File: config.mk
export PLATFORM = sky130hd
export DESIGN_NAME = mem_region_decoder
export DESIGN_NICKNAME = d
export VERILOG_FILES = /design/src/rtl/mrd_pkg.sv /design/src/rtl/mrd_region.sv /design/src/rtl/mrd_regbank.sv /design/src/rtl/mrd_prot.sv /design/src/rtl/mem_region_decoder.sv
export SDC_FILE = /design/constraint.sdc
export NUM_CORES = 2
export LEC_CHECK = 0
export CORE_UTILIZATION = 43
export DETAILED_ROUTE_END_ITERATION = 10
export GPL_ROUTABILITY_DRIVEN = 0
export PLACE_DENSITY = 0.66
export SLEW_MARGIN = 20
export SYNTH_ARGS = -nofsm -noshare
export SYNTH_HDL_FRONTEND = slang
export SYNTH_SLANG_ARGS = --single-unit
File: constraint.sdc
create_clock -name clk -period 6.4 [get_ports clk]
set_input_delay 1.28 -clock clk [delete_from_list [all_inputs] [get_ports clk]]
set_output_delay 1.28 -clock clk [all_outputs]
set_load 0.01 [all_outputs]
File: src/rtl/mrd_pkg.sv
package mrd_pkg;

  typedef enum logic [1:0] {
    RGN_NONE = 2'd0,
    RGN_ROM  = 2'd1,
    RGN_RAM  = 2'd2,
    RGN_REG  = 2'd3
  } region_e;

  // Region byte size: base doubled once per field step, clipped at the ceiling.
  function automatic logic [63:0] scaled_size(input int unsigned fld,
                                              input int unsigned lo_log2,
                                              input int unsigned hi_log2);
    int unsigned l;
    l = lo_log2 + fld;
    if (l > hi_log2) l = hi_log2;
    return 64'd1 << l;
  endfunction

  // Window word: low bound in [15:0], high bound in [31:16], each masked to uw bits.
  function automatic logic unit_in_window(input logic [31:0] w,
                                          input logic [15:0] unit,
                                          input int unsigned uw);
    logic [15:0] m;
    m = 16'((32'd1 << uw) - 32'd1);
    return ((w[15:0] & m) <= unit) && (unit <= (w[31:16] & m));
  endfunction

endpackage

File: src/rtl/mrd_region.sv
module mrd_region
  import mrd_pkg::*;
#(
  parameter int          ADDR_W       = 32,
  parameter int          SZ_W         = 3,
  parameter int          ROM_MIN_LOG2 = 12,
  parameter int          ROM_MAX_LOG2 = 19,
  parameter int          RAM_MIN_LOG2 = 18,
  parameter int          RAM_MAX_LOG2 = 22,
  parameter logic [31:0] RAM_BASE     = 32'h0200_0000,
  parameter logic [31:0] REG_BASE     = 32'h01F8_0000,
  parameter int          REG_WIN_LOG2 = 8
) (
  input  logic [ADDR_W-1:0]       addr,
  input  logic [SZ_W-1:0]         rom_fld,
  input  logic [SZ_W-1:0]         ram_fld,
  output region_e                 region,
  output logic [RAM_MAX_LOG2-1:0] ram_off
);
  localparam int XW = ADDR_W + 1;

  logic [XW-1:0] rom_lim, ram_lim, addr_x, ram_rel;
  logic          rom_hit, ram_hit, reg_hit;

  assign rom_lim = XW'(scaled_size(32'(rom_fld), ROM_MIN_LOG2, ROM_MAX_LOG2));
  assign ram_lim = XW'(scaled_size(32'(ram_fld), RAM_MIN_LOG2, RAM_MAX_LOG2));
  assign addr_x  = {1'b0, addr};
  // Below the base the subtraction borrows into the top bit, so the compare fails.
  assign ram_rel = addr_x - XW'(RAM_BASE);

  assign rom_hit = addr_x < rom_lim;
  assign ram_hit = ram_rel < ram_lim;
  assign reg_hit = addr[ADDR_W-1:REG_WIN_LOG2] == REG_BASE[ADDR_W-1:REG_WIN_LOG2];
  assign ram_off = ram_rel[RAM_MAX_LOG2-1:0];

  always_comb begin
    if (reg_hit)      region = RGN_REG;
    else if (rom_hit) region = RGN_ROM;
    else if (ram_hit) region = RGN_RAM;
    else              region = RGN_NONE;
  end
endmodule

File: src/rtl/mrd_regbank.sv
module mrd_regbank #(
  parameter int DATA_W       = 32,
  parameter int REG_WIN_LOG2 = 8,
  parameter int CTRL_IDX     = 0,
  parameter int CFG_IDX      = 4,
  parameter int WIN0_IDX     = 8,
  parameter int WIN1_IDX     = 9,
  localparam int IDX_W       = REG_WIN_LOG2 - 2,
  localparam int WORDS       = 1 << IDX_W
) (
  input  logic              clk,
  input  logic              rst_n,
  input  logic              wr_en,
  input  logic [IDX_W-1:0]  wr_idx,
  input  logic [DATA_W-1:0] wr_data,
  input  logic [IDX_W-1:0]  rd_idx,
  output logic [DATA_W-1:0] rd_data,
  output logic [DATA_W-1:0] ctrl_q,
  output logic [DATA_W-1:0] cfg_q,
  output logic [DATA_W-1:0] win0_q,
  output logic [DATA_W-1:0] win1_q
);
  logic [DATA_W-1:0] regs_q [WORDS];

  // Every slot is storage; only a few of them also feed the decoder.
  always_ff @(posedge clk or negedge rst_n) begin
    if (!rst_n) begin
      for (int i = 0; i < WORDS; i++) regs_q[i] <= '0;
    end else if (wr_en) begin
      regs_q[wr_idx] <= wr_data;
    end
  end

  assign rd_data = regs_q[rd_idx];
  assign ctrl_q  = regs_q[CTRL_IDX];
  assign cfg_q   = regs_q[CFG_IDX];
  assign win0_q  = regs_q[WIN0_IDX];
  assign win1_q  = regs_q[WIN1_IDX];

  // a write lands in its slot by the next cycle
  a_r5_write_lands: assert property (@(posedge clk) disable iff (!rst_n)
    wr_en |=> regs_q[$past(wr_idx)] == $past(wr_data));
endmodule

File: src/rtl/mrd_prot.sv
module mrd_prot #(
  parameter int  RAM_MAX_LOG2 = 22,
  parameter int  UNIT_LOG2    = 8,
  parameter int  NWIN         = 2,
  localparam int UNIT_W       = RAM_MAX_LOG2 - UNIT_LOG2
) (
  input  logic                     enable,
  input  logic                     is_ram,
  input  logic                     is_write,
  input  logic [RAM_MAX_LOG2-1:0]  ram_off,
  input  logic [NWIN-1:0][31:0]    win_words,
  output logic                     fault
);
  logic [UNIT_W-1:0] unit;
  logic [NWIN-1:0]   hit;

  assign unit = ram_off[RAM_MAX_LOG2-1:UNIT_LOG2];

  for (genvar g = 0; g < NWIN; g++) begin : g_win
    assign hit[g] = mrd_pkg::unit_in_window(win_words[g], 16'(unit), UNIT_W);
  end

  assign fault = enable && is_ram && is_write && (hit == '0);
endmodule

File: src/rtl/mem_region_decoder.sv
module mem_region_decoder
  import mrd_pkg::*;
#(
  parameter int          ADDR_W       = 32,
  parameter int          DATA_W       = 32,
  parameter int          SZ_W         = 3,
  parameter int          ROM_MIN_LOG2 = 12,
  parameter int          ROM_MAX_LOG2 = 19,
  parameter int          RAM_MIN_LOG2 = 18,
  parameter int          RAM_MAX_LOG2 = 22,
  parameter logic [31:0] RAM_BASE     = 32'h0200_0000,
  parameter logic [31:0] REG_BASE     = 32'h01F8_0000,
  parameter int          REG_WIN_LOG2 = 8,
  parameter int          UNIT_LOG2    = 8,
  parameter int          ROM_FLD_LSB  = 0,
  parameter int          RAM_FLD_LSB  = 4,
  parameter int          PROT_BIT     = 3
) (
  input  logic              clk,
  input  logic              rst_n,
  input  logic              acc_valid,
  input  logic              acc_write,
  input  logic [ADDR_W-1:0] acc_addr,
  input  logic [DATA_W-1:0] acc_wdata,
  output logic              sel_rom,
  output logic              sel_ram,
  output logic              sel_reg,
  output logic              acc_err,
  output logic [ADDR_W-1:0] err_addr,
  output logic [DATA_W-1:0] rd_data
);
  localparam int IDX_W = REG_WIN_LOG2 - 2;
  localparam logic [ADDR_W:0] TOP_END = (ADDR_W+1)'(RAM_BASE) + ((ADDR_W+1)'(1) << RAM_MAX_LOG2);

  region_e                 region;
  logic [RAM_MAX_LOG2-1:0] ram_off;
  logic [DATA_W-1:0]       ctrl_q, cfg_q, win0_q, win1_q, bank_rd;
  logic [IDX_W-1:0]        word_idx;
  logic                    prot_fault, bad_region, reg_wr;

  assign word_idx = acc_addr[REG_WIN_LOG2-1:2];

  mrd_region #(
    .ADDR_W(ADDR_W), .SZ_W(SZ_W),
    .ROM_MIN_LOG2(ROM_MIN_LOG2), .ROM_MAX_LOG2(ROM_MAX_LOG2),
    .RAM_MIN_LOG2(RAM_MIN_LOG2), .RAM_MAX_LOG2(RAM_MAX_LOG2),
    .RAM_BASE(RAM_BASE), .REG_BASE(REG_BASE), .REG_WIN_LOG2(REG_WIN_LOG2)
  ) u_region (
    .addr    (acc_addr),
    .rom_fld (cfg_q[ROM_FLD_LSB +: SZ_W]),
    .ram_fld (cfg_q[RAM_FLD_LSB +: SZ_W]),
    .region  (region),
    .ram_off (ram_off)
  );

  mrd_regbank #(
    .DATA_W(DATA_W), .REG_WIN_LOG2(REG_WIN_LOG2),
    .CTRL_IDX(0), .CFG_IDX(4), .WIN0_IDX(8), .WIN1_IDX(9)
  ) u_bank (
    .clk     (clk),
    .rst_n   (rst_n),
    .wr_en   (reg_wr),
    .wr_idx  (word_idx),
    .wr_data (acc_wdata),
    .rd_idx  (word_idx),
    .rd_data (bank_rd),
    .ctrl_q  (ctrl_q),
    .cfg_q   (cfg_q),
    .win0_q  (win0_q),
    .win1_q  (win1_q)
  );

  mrd_prot #(
    .RAM_MAX_LOG2(RAM_MAX_LOG2), .UNIT_LOG2(UNIT_LOG2), .NWIN(2)
  ) u_prot (
    .enable    (ctrl_q[PROT_BIT]),
    .is_ram    (region == RGN_RAM),
    .is_write  (acc_write),
    .ram_off   (ram_off),
    .win_words ({32'(win1_q), 32'(win0_q)}),
    .fault     (prot_fault)
  );

  assign bad_region = (region == RGN_NONE);
  assign acc_err    = acc_valid && (bad_region || prot_fault);
  assign err_addr   = acc_err ? acc_addr : '0;
  assign sel_rom    = acc_valid && !acc_err && (region == RGN_ROM);
  assign sel_ram    = acc_valid && !acc_err && (region == RGN_RAM);
  assign sel_reg    = acc_valid && (region == RGN_REG);
  assign reg_wr     = sel_reg && acc_write;
  assign rd_data    = sel_reg ? bank_rd : '0;

  // selects are mutually exclusive and silent on error
  a_r11_sel_onehot: assert property (@(posedge clk) disable iff (!rst_n)
    $onehot0({sel_rom, sel_ram, sel_reg}) && !(acc_err && (sel_rom || sel_ram || sel_reg)));
  // the register window never traps
  a_r5_win_no_err: assert property (@(posedge clk) disable iff (!rst_n)
    (acc_valid && acc_addr[ADDR_W-1:REG_WIN_LOG2] == REG_BASE[ADDR_W-1:REG_WIN_LOG2]) |-> !acc_err);
  // faulting address is reported only with the flag
  a_r7_err_addr: assert property (@(posedge clk) disable iff (!rst_n)
    acc_err ? (err_addr == acc_addr) : (err_addr == '0));
  // reads are never trapped by protection
  a_r9_read_no_fault: assert property (@(posedge clk) disable iff (!rst_n)
    !acc_write |-> !prot_fault);
  // anything past the RAM ceiling always traps
  a_r6_high_err: assert property (@(posedge clk) disable iff (!rst_n)
    (acc_valid && {1'b0, acc_addr} >= TOP_END) |-> acc_err);
endmodule

==> results.md <==
Layout:
- The area growth from synthesis to layout is 13.3%.
- The final instance area is 109000 um2.
- The total area of multi-input combinational cells is 41400 um2.
- The most frequent standard cell in the layout excluding fill and tap cells is sky130_fd_sc_hd__dfrtp_1.
- The ratio of cells with drive above 1 in the final layout is 0.421.
- Summing all flip-flop and latch instances after layout gives 51200 um2.
- For this run, the post-layout net count is 7147.
- The layout filler cell count is 18800.
- The library cells used most frequently in the layout, excluding fill and tap cells, are 2048 x sky130_fd_sc_hd__dfrtp_1, 2000 x sky130_fd_sc_hd__mux2_2, 331 x sky130_fd_sc_hd__buf_4.

Detailed routing:
- The remaining antenna violation count after routing is 0.
- The number of design-rule violations left by the first detailed-router iteration is 7682.
- In the final routed layout, each cell accounts on average for between 30 and 40 um.
- For this run, design rule violations remaining after detail routing come to 0.
- The detailed-route vias per instance is ~6.4.
- The detailed-routing iteration count for the pre-antenna-repair pass is 6.
- After detailed routing, the total wire length is 333 mm.
- The vias after detailed routing is between 60000 and 70000.

Setup path:
- The type of element launching the critical path is an input port.
- The critical path ends at rd_data[27].
- The category of the critical setup timing path is in2out.
- The startpoint of the most critical register-to-register path is u_bank.cfg_q[1].
- The worst setup path startpoint is acc_addr[4].
- The worst register-to-register path ends at u_bank.cfg_q[1].
- The worst reg-to-reg path cell count is 1.
- The kind of end point of the critical path is an output port.
- The endpoint required time on the critical path is 5.12 ns.
- The reg-to-reg setup timing slack is 5.37 ns.
- The critical path arrival is 5.11 ns.
- The maximum net fanout on the critical path is 39.

Pwr:
- The clock share of power is 0.453.
- The net switching power figure is 6530 uW.
- The part of the total power dissipated in combinational logic is 0.062.
- The total power per unit cell area is 246 nW/um2.
- The power after layout is 26700 uW.
- VDD sags by at most 0.249 mV.
- For this design the static power due to leakage is 0.0525 uW.
- The share of total power dissipated in sequential elements is 0.485.
- Of the total power, the share spent switching nets is 0.245.
- The internal power consumption is about 20000 uW.

Place:
- The placed instance area is between 100000 and 150000 um2.
- The number of input and output port buffers inserted is 135.
- The half-perimeter wire length after detailed placement is ~200 mm.

Clock tree:
- Clock tree synthesis inserted a total of ~210 buffers.
- CTS placed an instance of sky130_fd_sc_hd__clkbuf_16 at the clock tree root.
- The clock latency on the worst-skew pair is 0.85 ns.
- No sink is reached through more buffers than the 3 on the longest clock path.
- TritonCTS built the clock tree.
- In this run the number of H-tree levels came out at 4.
- The buffer count from post-CTS setup fixing is 0.
- After clock tree synthesis, the clock-pin slew on the worst setup and hold paths is approximately 0.05 ns.
- The count of clock tree sinks is 2048.

Global route:
- The via count of the first global-routing pass is 66300.
- The overall overflow remaining after global route is 0.
- Entering global routing, the biggest net connects between 150 and 200 pins.
- The met3 global-route usage is 0.0710.
- For this run, global-route usage on met1 was measured as 0.399.
- The fraction of met2 tracks used by global routing is 0.449.
- The aggregate global-route resource usage is 0.297.
- The number of antenna violations at the first check in global routing is 14.
- The routing layer with the top usage in global route is met2.
- The global-route wire length before repair is between 400 and 500 mm.

Synth:
- The synthesized cell area is ~96000 um2.
- Of the total synthesized cell area, the portion taken by AND, OR, NAND and NOR gates is 0.0312.
- The average instance in the mapped netlist occupies 13.8 um2.
- The synthesized design contains 0 enable-type register cells.
- Of the post-synthesis cell area, the dominant cell type holds 0.535.
- For this run, the leading register cell type out of synthesis is sky130_fd_sc_hd__dfrtp_1.
- Of the total synthesized cell area, the portion taken by full adders, half adders and majority gates is 0.0110.
- Measured against the total synthesized area, the mux share comes to 0.306.
- Of the total synthesized cell area, the portion taken by XOR and XNOR cells is 0.000274.
- Yosys printed 0 warnings.
- After synthesis, the share of flip-flops with an asynchronous set or reset is 1.00.
- The share of the Yosys chip area taken by registers is 0.535.
- The biggest area consumer among synthesized cells is sky130_fd_sc_hd__dfrtp_1.
- In the post-synthesis netlist, the biggest area contributors are sky130_fd_sc_hd__dfrtp_1 53%, sky130_fd_sc_hd__mux2_2 24%, sky130_fd_sc_hd__mux4_2 3.3%.
- Synthesis produced a netlist whose cell count is a little under 7000.
- The complex-gate fraction of the synthesized area came to 0.0801.
- After synthesis, the largest family of logic cells by area is multiplexers.
- The number of distinct library cells after synthesis is 71.
- In this run, synthesis produced a sequential element count of slightly above 2000.

Timing:
- Subtracting the final worst setup slack from the clock period gives roughly 6.4 ns.
- In the finished design, the share of the clock period the worst path needs comes to 0.999.
- The final total negative setup slack is 0 ns.
- The fmax is 156 MHz.
- Setup repair after global routing left no endpoint under its margin.
- The normalized max-slew margin is 0.151.
- Across the routed clock network, the largest skew measured is 0 ns.
- The max-slew violation total from the final report is 0.
- The slew of the pin with the lowest slew margin is approximately 1.3 ns.
- The number of failing hold endpoints at the final stage is 0.
- The final setup violation count is 0.

Run status:
- The run finished with clean final reports.

Die:
- The floorplan has 172 rows.
- The core footprint is 221000 um2.
- The floorplan step defined a die boundary enclosing about 220000 um2.
- The die height is approximately 470 um.
- The initial core utilization is 0.434.
- The boundary pin count is 136.
- In this run the horizontal extent of the chip is roughly 470 um.

Job:
- Across the run, the number of max-cap violations was 0.

Worst hold path:
- The tightest min-delay check is of the in2async type.
## area by class of cell
cell class,instances,area share
clock inverters,59,0.00536
well taps,2958,0.0341
inverters,50,0.00183
clock buffers,319,0.0563
repair buffers,546,0.0496
flip-flops and latches,2048,0.472
diodes,5,0.000115
multi-input cells,4144,0.381
## per-layer routing
| metal | wire [um] | vias up |
|---|---|---|
| met5 | 98 | - |
| met3 | 32300 | 816 |
| met1 | 134000 | 35000 |
| met2 | 149000 | 3391 |
| li1 | - | 26000 |
| met4 | 18000 | 12 |
## worst min path at each step
stage	start	end	slack [ns]
2_1_floorplan	u_bank.regs_q[337]	u_bank.regs_q[337]	0.45
3_3_place_gp	u_bank.regs_q[327]	u_bank.regs_q[327]	0.46
3_5_place_dp	u_bank.regs_q[1478]	u_bank.regs_q[1478]	0.47
4_1_cts	rst_n	u_bank.regs_q[1829]	0.46
5_1_grt	rst_n	u_bank.regs_q[1830]	0.43
6_report	rst_n	u_bank.regs_q[1829]	0.37
## logic make-up after synthesis
kind of cell / Yosys count
buffers and inverters: 778
xor gates and xnor gates: 3
muxes: 2482
other: 1
DFF: 2048
AOI/OAI and AO/OA: 1039
and+or+nand+nor: 528
adders and majority gates: 84
## state kept, by name, summed over array words and instances, names as in the netlist
signal	flops
u_bank.win0_q	32
u_bank.regs_q	1920
u_bank.ctrl_q	32
u_bank.win1_q	32
u_bank.cfg_q	32
## Yosys cell counts, types with 7 or more instances
| cell type | n |
|---|---|
| sky130_fd_sc_hd__nor3_4 | 40 |
| sky130_fd_sc_hd__and2_1 | 8 |
| sky130_fd_sc_hd__nand4_1 | 15 |
| sky130_fd_sc_hd__nand2b_1 | 8 |
| sky130_fd_sc_hd__a41oi_1 | 11 |
| sky130_fd_sc_hd__clkbuf_1 | 426 |
| sky130_fd_sc_hd__a211oi_1 | 32 |
| sky130_fd_sc_hd__buf_4 | 114 |
| sky130_fd_sc_hd__inv_1 | 48 |
| sky130_fd_sc_hd__mux2_1 | 165 |
| sky130_fd_sc_hd__mux2i_1 | 176 |
| sky130_fd_sc_hd__a21oi_1 | 151 |
| sky130_fd_sc_hd__a31oi_1 | 47 |
| sky130_fd_sc_hd__o21ai_0 | 86 |
| sky130_fd_sc_hd__ha_1 | 84 |
| sky130_fd_sc_hd__nor2b_1 | 16 |
| sky130_fd_sc_hd__a22o_1 | 37 |
| sky130_fd_sc_hd__nor2_1 | 144 |
| sky130_fd_sc_hd__nor3_2 | 16 |
| sky130_fd_sc_hd__mux2_2 | 2000 |
| sky130_fd_sc_hd__dfrtp_1 | 2048 |
| sky130_fd_sc_hd__a221o_1 | 28 |
| sky130_fd_sc_hd__o22ai_1 | 78 |
| sky130_fd_sc_hd__o2bb2ai_1 | 26 |
| sky130_fd_sc_hd__buf_2 | 59 |
| sky130_fd_sc_hd__o21a_1 | 9 |
| sky130_fd_sc_hd__nand2_1 | 172 |
| sky130_fd_sc_hd__a21o_1 | 12 |
| sky130_fd_sc_hd__a22oi_1 | 168 |
| sky130_fd_sc_hd__o221a_2 | 7 |
| sky130_fd_sc_hd__mux4_2 | 141 |
| sky130_fd_sc_hd__a222oi_1 | 7 |
| sky130_fd_sc_hd__a221oi_1 | 275 |
| sky130_fd_sc_hd__nor3_1 | 15 |
| sky130_fd_sc_hd__buf_6 | 10 |
| sky130_fd_sc_hd__buf_1 | 119 |
| sky130_fd_sc_hd__nand3_1 | 40 |
| sky130_fd_sc_hd__o221ai_1 | 23 |
| sky130_fd_sc_hd__a2111oi_0 | 8 |
## metrics by stage
stage	cells	worst slack, ns	util	hold slack, ns
2_1_floorplan	6970	1.28	-	0.450
3_3_place_gp	9746	0.192	0.462	0.462
3_5_place_dp	9746	0.165	0.462	0.468
4_1_cts	10100	0.132	0.492	0.463
5_1_grt	10100	0.0146	0.492	0.428
6_report	10100	0.00523	0.492	0.373
## timing repair
| action | in CTS | in global routing |
|---|---|---|
| endpoints found under the setup margin | 0 | 18 |
| hold buffers | 0 | 0 |
| resized for setup | 0 | 1 |
## power groups by stage
stage	registers (uW)	logic, uW	clock network [uW]
floorplan	13200	637	0
detailed placement	13200	1610	0
CTS	12900	1620	12200
global placement	13200	1600	0
global route	12900	1720	12700
finish	12900	1640	12100
## critical path, stage by stage
cell and delay (ns):
sky130_fd_sc_hd__buf_8 0.33, sky130_fd_sc_hd__buf_4 0.37, sky130_fd_sc_hd__nor2_4 0.23, sky130_fd_sc_hd__a22oi_1 0.26
sky130_fd_sc_hd__o22ai_1 0.11, sky130_fd_sc_hd__a311o_1 0.44, sky130_fd_sc_hd__a21oi_1 1.02, sky130_fd_sc_hd__a31oi_1 0.40
sky130_fd_sc_hd__clkdlybuf4s50_1 0.58
Note: power is estimated with default switching activity, not from simulation.
